$ cat src/rtl/selmon_pkg.sv
package selmon_pkg;
  localparam int REG_AW = 4;

  localparam logic [REG_AW-1:0] ADDR_MASK_LO = 4'h4;
  localparam logic [REG_AW-1:0] ADDR_STATUS  = 4'h6;
  localparam logic [REG_AW-1:0] ADDR_CLR_INT = 4'h7;

  // Field order is bit 7 down to bit 0 of the status byte.
  typedef struct packed {
    logic eod;
    logic dreq;
    logic perr;
    logic irq;
    logic phase;
    logic berr;
    logic atn;
    logic ack;
  } status_t;
endpackage

$ cat src/rtl/selmon_sync.sv
module selmon_sync #(
  parameter int   W       = 8,
  parameter logic RST_LVL = 1'b1
) (
  input  logic         clk,
  input  logic         rst,
  input  logic [W-1:0] d_async,
  output logic [W-1:0] d_sync
);
  logic [W-1:0] stage1;

  always_ff @(posedge clk) begin
    if (rst) begin
      stage1 <= {W{RST_LVL}};
      d_sync <= {W{RST_LVL}};
    end else begin
      stage1 <= d_async;
      d_sync <= stage1;
    end
  end
endmodule

$ cat src/rtl/selmon_match.sv
module selmon_match #(
  parameter int DB_W = 16
) (
  input  logic              clk,
  input  logic              rst,
  input  logic [DB_W-1:0]   db_act,
  input  logic [DB_W/8-1:0] dbp_act,
  input  logic              sel_act,
  input  logic              bsy_act,
  input  logic [DB_W-1:0]   mask,
  output logic              hit,
  output logic              latch_evt,
  output logic              par_bad
);
  localparam int LANES = DB_W / 8;

  logic [LANES-1:0] lane_bad;
  logic             match_q;

  // Odd parity: data bits plus parity line must XOR to 1.
  for (genvar g = 0; g < LANES; g++) begin : g_lane
    assign lane_bad[g] = ~(^{db_act[g*8 +: 8], dbp_act[g]});
  end

  assign par_bad   = |lane_bad;
  assign hit       = (|(mask & db_act)) & sel_act & ~bsy_act;
  assign latch_evt = hit & match_q;

  always_ff @(posedge clk) begin
    if (rst) match_q <= 1'b0;
    else     match_q <= hit;
  end
endmodule

$ cat src/rtl/selmon_regs.sv
module selmon_regs
  import selmon_pkg::*;
#(
  parameter int DB_W = 16
) (
  input  logic              clk,
  input  logic              rst,
  input  logic [REG_AW-1:0] reg_addr,
  input  logic              reg_we,
  input  logic [7:0]        reg_wdata,
  output logic [7:0]        reg_rdata,
  input  logic              latch_evt,
  input  logic              par_bad,
  input  logic              par_chk_en,
  input  logic              bsy_act,
  input  logic              atn_act,
  input  logic              ack_act,
  input  logic              phase_ok,
  input  logic              dma_req,
  input  logic              dma_done,
  input  logic              dma_mode,
  output logic [DB_W-1:0]   mask,
  output status_t           stat
);
  localparam int NBYTES = DB_W / 8;

  logic [7:0] mask_b [NBYTES];
  logic       irq_q, perr_q, berr_q, eod_q, bsy_d;
  logic       clr_int, bsy_fall, first_latch;

  for (genvar b = 0; b < NBYTES; b++) begin : g_mask
    localparam logic [REG_AW-1:0] MY_ADDR = REG_AW'(ADDR_MASK_LO + b);
    always_ff @(posedge clk) begin
      if (rst)                               mask_b[b] <= 8'h00;
      else if (reg_we && reg_addr == MY_ADDR) mask_b[b] <= reg_wdata;
    end
    assign mask[b*8 +: 8] = mask_b[b];
  end

  assign clr_int     = reg_we && (reg_addr == ADDR_CLR_INT);
  assign bsy_fall    = bsy_d & ~bsy_act;
  assign first_latch = latch_evt & ~irq_q;

  always_ff @(posedge clk) begin
    if (rst) begin
      irq_q  <= 1'b0;
      perr_q <= 1'b0;
      berr_q <= 1'b0;
      eod_q  <= 1'b0;
      bsy_d  <= 1'b0;
    end else begin
      bsy_d  <= bsy_act;
      irq_q  <= clr_int ? 1'b0 : (irq_q | latch_evt);
      perr_q <= clr_int ? 1'b0 : (perr_q | (first_latch & par_chk_en & par_bad));
      berr_q <= clr_int ? 1'b0 : (berr_q | (bsy_fall & dma_mode));
      eod_q  <= dma_mode ? (eod_q | dma_done) : 1'b0;
    end
  end

  always_comb begin
    stat.eod   = eod_q;
    stat.dreq  = dma_req;
    stat.perr  = perr_q;
    stat.irq   = irq_q;
    stat.phase = phase_ok;
    stat.berr  = berr_q;
    stat.atn   = atn_act;
    stat.ack   = ack_act;
  end

  always_ff @(posedge clk) begin
    if (rst)                          reg_rdata <= 8'h00;
    else if (reg_addr == ADDR_STATUS) reg_rdata <= stat;
    else                              reg_rdata <= 8'h00;
  end
endmodule

$ cat src/rtl/scsi_sel_monitor.sv
module scsi_sel_monitor
  import selmon_pkg::*;
#(
  parameter int DB_W = 16
) (
  input  logic              clk,
  input  logic              rst,
  input  logic [REG_AW-1:0] reg_addr,
  input  logic              reg_we,
  input  logic [7:0]        reg_wdata,
  output logic [7:0]        reg_rdata,
  input  logic [DB_W-1:0]   scsi_db_n,
  input  logic [DB_W/8-1:0] scsi_dbp_n,
  input  logic              scsi_sel_n,
  input  logic              scsi_bsy_n,
  input  logic              scsi_atn_n,
  input  logic              scsi_ack_n,
  input  logic              phase_ok,
  input  logic              dma_req,
  input  logic              dma_done,
  input  logic              dma_mode,
  input  logic              par_chk_en,
  output logic              irq
);
  localparam int LANES = DB_W / 8;
  localparam int SYN_W = DB_W + LANES + 4;

  logic [SYN_W-1:0] bus_sync;
  logic [DB_W-1:0]  db_act;
  logic [LANES-1:0] dbp_act;
  logic             sel_act, bsy_act, atn_act, ack_act;
  logic             sel_hit, latch_evt, par_bad;
  logic [DB_W-1:0]  mask_w;
  status_t          stat_w;

  selmon_sync #(.W(SYN_W), .RST_LVL(1'b1)) u_sync (
    .clk     (clk),
    .rst     (rst),
    .d_async ({scsi_db_n, scsi_dbp_n, scsi_sel_n, scsi_bsy_n, scsi_atn_n, scsi_ack_n}),
    .d_sync  (bus_sync)
  );

  assign {db_act, dbp_act, sel_act, bsy_act, atn_act, ack_act} = ~bus_sync;

  selmon_match #(.DB_W(DB_W)) u_match (
    .clk       (clk),
    .rst       (rst),
    .db_act    (db_act),
    .dbp_act   (dbp_act),
    .sel_act   (sel_act),
    .bsy_act   (bsy_act),
    .mask      (mask_w),
    .hit       (sel_hit),
    .latch_evt (latch_evt),
    .par_bad   (par_bad)
  );

  selmon_regs #(.DB_W(DB_W)) u_regs (
    .clk        (clk),
    .rst        (rst),
    .reg_addr   (reg_addr),
    .reg_we     (reg_we),
    .reg_wdata  (reg_wdata),
    .reg_rdata  (reg_rdata),
    .latch_evt  (latch_evt),
    .par_bad    (par_bad),
    .par_chk_en (par_chk_en),
    .bsy_act    (bsy_act),
    .atn_act    (atn_act),
    .ack_act    (ack_act),
    .phase_ok   (phase_ok),
    .dma_req    (dma_req),
    .dma_done   (dma_done),
    .dma_mode   (dma_mode),
    .mask       (mask_w),
    .stat       (stat_w)
  );

  assign irq = stat_w.irq;
endmodule

$ cat config.mk
export PLATFORM = sky130hd
export DESIGN_NAME = scsi_sel_monitor
export DESIGN_NICKNAME = d
export VERILOG_FILES = /design/src/rtl/selmon_pkg.sv /design/src/rtl/selmon_sync.sv /design/src/rtl/selmon_match.sv /design/src/rtl/selmon_regs.sv /design/src/rtl/scsi_sel_monitor.sv
export SDC_FILE = /design/constraint.sdc
export NUM_CORES = 1
export LEC_CHECK = 0
export BUFFER_PORTS_ARGS = -buffer_cell sky130_fd_sc_hd__clkbuf_2
export CAP_MARGIN = 0
export CELL_PAD_IN_SITES_DETAIL_PLACEMENT = 1
export CELL_PAD_IN_SITES_GLOBAL_PLACEMENT = 1
export CORE_MARGIN = 1
export CORE_UTILIZATION = 28
export DETAILED_ROUTE_END_ITERATION = 12
export PLACE_DENSITY = 0.65
export SLEW_MARGIN = 20
export SYNTH_ARGS = -nofsm -noshare
export SYNTH_HDL_FRONTEND = slang
export SYNTH_SLANG_ARGS = --single-unit
$ cat constraint.sdc
create_clock -name clk -period 4.25 [get_ports clk]
set_input_delay 0 -clock clk [delete_from_list [all_inputs] [get_ports clk]]
set_output_delay 0 -clock clk [all_outputs]
set_load 0.1 [all_outputs]
Yosys cells after proc, flatten, opt, wreduce, memory -nomap -nowiden
Memory sizes are Yosys's and may differ from the RTL's.
Index checks and enable logic that the tools add are counted.
{"block": "totals", "regBits": 58, "ramBits": 16, "out_inout_bits": 9, "elab_cells": 56, "memories": 1}
{"block": "classes", "n_eq_ne": 4, "mux": 10, "bitwise": 22, "n_reduce_logical": 10}
{"memory": "u_regs.mask_b", "depth": 2, "width": 8, "rd": 2, "rd_ports_with_merged_regs": 0, "wr": 2, "line_no": "selmon_regs.sv:27", "rtl": "logic [7:0] mask_b [NBYTES];"}
{"operator": "$not 22->22", "count": 1}
{"operator": "$reduce_xor 9->1", "count": 2}
{"operator": "$and 16x16->16", "count": 1}
{"operator": "$eq 4x3->1 const B", "count": 4}
{"operator": "$mux 8", "count": 2}
{"operator": "$reduce_or 16->1", "count": 1}
{"operator": "$and 1x1->1", "count": 8}
{"operator": "$mux 1", "count": 8}
{"operator": "$reduce_or 2->1", "count": 4}
{"operator": "$not 1->1", "count": 6}
{"operator": "$or 1x1->1", "count": 6}
{"operator": "$logic_and 1x1->1", "count": 3}

Longest topological paths before layout
{"block": "depth", "ltp_word": 10, "ltp_mapped": 5, "mapped_depth_nobuf": 5}

By module
A second synthesis with hierarchy kept.
{"block": "hier_totals", "cells_unflattened": 246, "area_unflattened_um2": 2825.2}
{"module": "selmon_regs", "n_inst": 1, "cells_per_inst": 104, "area_each_um2": 1261.2}
{"module": "selmon_sync", "n_inst": 1, "cells_per_inst": 92, "area_each_um2": 1201.2}
{"module": "selmon_match", "n_inst": 1, "cells_per_inst": 28, "area_each_um2": 280.3}
{"module": "scsi_sel_monitor", "n_inst": 1, "cells_per_inst": 22, "area_each_um2": 82.6}

Least setup slack after synthesis
No wires, ideal clock.
{"block": "synth_path", "kind": "register to register", "start": "register u_regs.irq_q", "end": "register u_regs.perr_q", "setup_time_ns": 0.123, "arrival_time_ns": 1.252, "required_time_ns": 4.127, "slack_ns": 2.875, "stages_incl_launch_ff": 4, "n_path_buf": 0, "cell_sequence": "dfxtp_1 -> nor3b_1 -> o2111ai_1 -> o21ai_1"}
{"block": "synth_via", "elab_chain_len": 5}
{"item": "from (decl)", "line_no": "selmon_regs.sv:28", "rtl": "logic irq_q, perr_q, berr_q, eod_q, bsy_d;"}
{"item": "from (signal assigned)", "line_no": "selmon_regs.sv:53", "rtl": "irq_q <= clr_int ? 1'b0 : (irq_q | latch_evt);"}
{"item": "$not 1->1", "line_no": "selmon_regs.sv:42", "rtl": "assign first_latch = latch_evt & ~irq_q;"}
{"item": "$and 1x1->1", "line_no": "selmon_regs.sv:42"}
{"item": "$and 1x1->1 (2 in series)", "line_no": "selmon_regs.sv:54", "rtl": "perr_q <= clr_int ? 1'b0 : (perr_q | (first_latch & par_chk_en & par_bad));"}
{"item": "$or 1x1->1", "line_no": "selmon_regs.sv:54"}
{"item": "to (signal assigned)", "line_no": "selmon_regs.sv:54"}
{"item": "to (decl)", "line_no": "selmon_regs.sv:28"}
Every way passes these cells.
A chain may end at the register's enable or synchronous reset.

==> PnR_summary.wiki <==
{| class="wikitable"
! Metric !! Value
|-
| Final Critical Period || 1.69 ns
|-
| Cell area after technology mapping || 0.00254 sq mm
|-
| Number of synthesized register bits || 74
|-
| Core Box Area || 0.00876 sq mm
|-
| Highest ir drop seen on vdd || 0.188 mV
|-
| Via density per instance || 4.11
|-
| Via count of the routed design || about 1,700
|-
| Gate count after technology mapping || 208
|-
| Syn avg cell area || 12.2 sq um
|-
| PortBufs || 50
|-
| Last weighted congestion value of the routability-driven placer || 0.737
|-
| Number of buffers created by CTS || 9
|-
| Area growth syn-to-layout || 36.8%
|-
| Fraction of final layout cells with drive strength greater than 1 || 37.3%
|-
| List of cells traversed by the critical path || and2b_1 -> a2111oi_0 -> nand4_1 -> o2111ai_1 -> o21ai_1
|-
| Final Routed Wirelength || 5090 microns
|-
| Count of flip-flops with a built-in enable after synthesis || 16
|-
| Max_cap viols || 0
|-
| Detailed-route DRC error count || 0
|-
| Power Density || 420 mW/mm^2
|-
| Global-route wire length before repair || between 8000 and 9000 microns
|-
| Detailed Routing Iterations Pass 1 || 4
|-
| Primary FF master, synth || sky130_fd_sc_hd__dfxtp_1
|-
| Number of failing setup endpoints in the final timing report || 0
|-
| I/O Pins || 51
|-
| Startpoint-to-endpoint class of the critical path || flip-flop to flip-flop
|-
| Final Hold Fails || 0
|-
| CP max FO || 3
|-
| Total die area || 0.00947 sq mm
|-
| Area taken by flip-flops and latches || 0.00164 sq mm
|-
| Count leader, synth || sky130_fd_sc_hd__dfxtp_1
|-
| DRT iter0 DRCs || 19
|-
| CTS tree || built
|-
| Cell with the biggest individual delay on the critical path || sky130_fd_sc_hd__a2111oi_0
|-
| Total routing usage reported by global routing || 11.8%
|-
| Remaining max-slew budget at the tightest pin || between 40% and 50%
|-
| Pleak || between 1 and 1.5 nW
|-
| Clock Pin Slew Worst Setup and Hold Paths || ~0.08 ns
|-
| RSZ-0062 raised after global routing || no
|-
| Number of cells after detailed placement || 360
|-
| Achievable frequency || approximately 0.59 GHz
|-
| Period utilisation layout || 39.8%
|-
| Most frequent cells after synthesis || sky130_fd_sc_hd__dfxtp_1, sky130_fd_sc_hd__or2_2, sky130_fd_sc_hd__and2_1, sky130_fd_sc_hd__edfxtp_1, sky130_fd_sc_hd__nor2b_1
|-
| H-tree lvl count || 3
|-
| Warning count from the yosys run || 0
|-
| Register area share after synthesis || 64.5%
|-
| Data required, critical path || 4.47 ns
|-
| Result of the run || completed
|-
| Delay contributed by the slowest stage of the critical path || 0.54 ns
|-
| Die span in x || ~97 microns
|-
| Max-slew violation total from the final report || 0
|-
| Number of rows in the core area || 34
|-
| Starting density of the core || about 29%
|-
| Nets@finish || 340
|-
| Maximum number of pins on one net before global-route repair || 54
|-
| Slew @ Worst Pin || between 0.8 and 0.9 ns
|-
| Post-synth top area share || between 40 and 50%
|-
| Clock insertion delay at the later pin of the skew report || 0.34 ns
|-
| Root cell of the clock tree || sky130_fd_sc_hd__clkbuf_8
|-
| Multi-input gate area in the final layout || 861 sq um
|-
| Global route overflow || 0
|-
| Main area contributors after synthesis || sky130_fd_sc_hd__dfxtp_1, sky130_fd_sc_hd__edfxtp_1, sky130_fd_sc_hd__or2_2, sky130_fd_sc_hd__and2_1, sky130_fd_sc_hd__xnor2_1
|-
| Distinct cell type count of the synthesized netlist || 30
|-
| Post-synth ARST share || 0%
|-
| Number of global-route vias before repair || 1,815
|-
| Clock skew after layout || 0.00857 ns
|-
| Cell taking the most area after synthesis || sky130_fd_sc_hd__dfxtp_1
|-
| Antenna cell count || 0
|-
| Fill count || between 900 and 1,000
|-
| Sum of negative setup slack || 0 ns
|-
| Post-DR wirelength/cell || ~12 microns
|-
| Largest buffer count on any clock path || 2
|-
| Post-CTS Setup Inserts || 0
|-
| Height of the die || 97.3 microns
|-
| Critical Path End Type || flip-flop
|-
| Final ANT Viol Nets || 0
|-
| Hold/Removal Path Class || input pin to flip-flop
|-
| CP Data Arrival Time || 1.91 ns
|-
| Antenna violations before repair || 0
|-
| Detail Placement HPWL || 3460 microns
|-
| Synthesized net count || 250
|-
| Sinks on Clock Net || 74
|-
| Non-Filler Instances || between 400 and 500
|-
| Type of element launching the critical path || flip-flop
|}
power breakdown:
part	total (mW)	switching (mW)	leakage (nW)	internal (mW)
clock	0.591	0.251	0.115	0.339
combinational	0.115	0.0436	0.719	0.0709
sequential	0.759	0.0116	0.632	0.747
total	1.46	0.306	1.47	1.16
placed cells by master (no fill, tap or decap), types with 2 or more instances in the layout:
cell type                       Yosys  layout
sky130_fd_sc_hd__a2111oi_0          4       4
sky130_fd_sc_hd__and2_1            21      21
sky130_fd_sc_hd__and2b_1            2       2
sky130_fd_sc_hd__clkbuf_2           0      50
sky130_fd_sc_hd__clkbuf_8           0      11
sky130_fd_sc_hd__dfxtp_1           58      58
sky130_fd_sc_hd__dlygate4sd3_1      0      35
sky130_fd_sc_hd__edfxtp_1          16      16
sky130_fd_sc_hd__inv_1              5       5
sky130_fd_sc_hd__nor2_1            10      10
sky130_fd_sc_hd__nor2b_1           11      11
sky130_fd_sc_hd__nor3b_1            2       2
sky130_fd_sc_hd__or2_2             44      44
sky130_fd_sc_hd__xnor2_1            8       8
sky130_fd_sc_hd__xnor2_2            2       2
sky130_fd_sc_hd__xnor3_1            2       2
sky130_fd_sc_hd__xor2_1             2       2
through the flow:
step / power [mW] / util (%) / setup WS, ns / instance area [sq um] / hold slack (ns)
after floorplan: 0.829 / - / 2.88 / 2540 / 0.104
after global placement: 0.863 / 33.2 / 2.57 / 2910 / 0.183
after detailed placement: 0.866 / 33.2 / 2.55 / 2910 / 0.185
after CTS: 1.49 / 39.7 / 2.52 / 3480 / 0.0552
after global routing: 1.53 / 39.7 / 2.32 / 3480 / 0.0569
final: 1.46 / 39.7 / 2.56 / 3480 / 0.0578
cell type report:
| type | instances | area share [%] |
|---|---|---|
| Clock buffer | 13 | 5.18 |
| Tap cell | 108 | 3.88 |
| Sequential cell | 74 | 47.2 |
| Clock inverter | 3 | 1.26 |
| Multi-Input combinational cell | 123 | 24.7 |
| Timing Repair Buffer | 85 | 17.3 |
| Inverter | 5 | 0.539 |
critical path, delay by kind of cell (launching register included):
family | cells | cell delay, ns
AO/OA/AOI/OAI | 3 | 0.77
flip-flops | 1 | 0.37
AND/OR/NAND/NOR | 2 | 0.43
registers in the layout (all words and copies together), names as in the netlist:
signal	cells
u_match.match_q	1
u_regs.berr_q	1
u_regs.bsy_d	1
u_regs.eod_q	1
u_regs.irq_q	1
u_regs.mask_b	16
u_regs.perr_q	1
u_regs.reg_rdata	8
u_sync.d_sync	22
u_sync.stage1	22
routing by layer:
metal | wire length, microns | global-route usage (%)
met1 | 2220 | 12.6
met2 | 2540 | 20.7
met3 | 238 | 4.53
met4 | 85 | 4.75
met5 | 0 | 0
timing repair:
item | 4_1_cts | 5_1_grt
resized for setup | 0 | 0
hold endpoints to repair | 45 | 0
setup endpoints to repair | 0 | 0
hold buffers | 35 | 0
logic make-up (layout without fill, tap and decap cells):
| family | Yosys count | count (layout) | synth area share (%) |
|---|---|---|---|
| buffers and inverters | 11 | 106 | 1.62 |
| flip-flops | 74 | 74 | 64.5 |
| XOR/XNOR | 14 | 14 | 6.49 |
| AO/OA/AOI/OAI | 10 | 10 | 3.49 |
| AND/OR/NAND/NOR | 99 | 99 | 23.9 |
final timing paths:
check | from | endpoint | slack, ns | depth (start not counted)
setup / recovery | u_regs.mask_b[1][4] | u_regs.perr_q | 2.56 | 5
hold / removal | reg_addr[3] | u_regs.reg_rdata[0] | 0.06 | 4
setup reg to reg | u_regs.mask_b[1][4] | u_regs.perr_q | 2.56 | 5
hold reg to reg | u_sync.d_sync[0] | u_regs.reg_rdata[0] | 0.39 | 1
No activity file was read; power rests on OpenSTA's default activity.
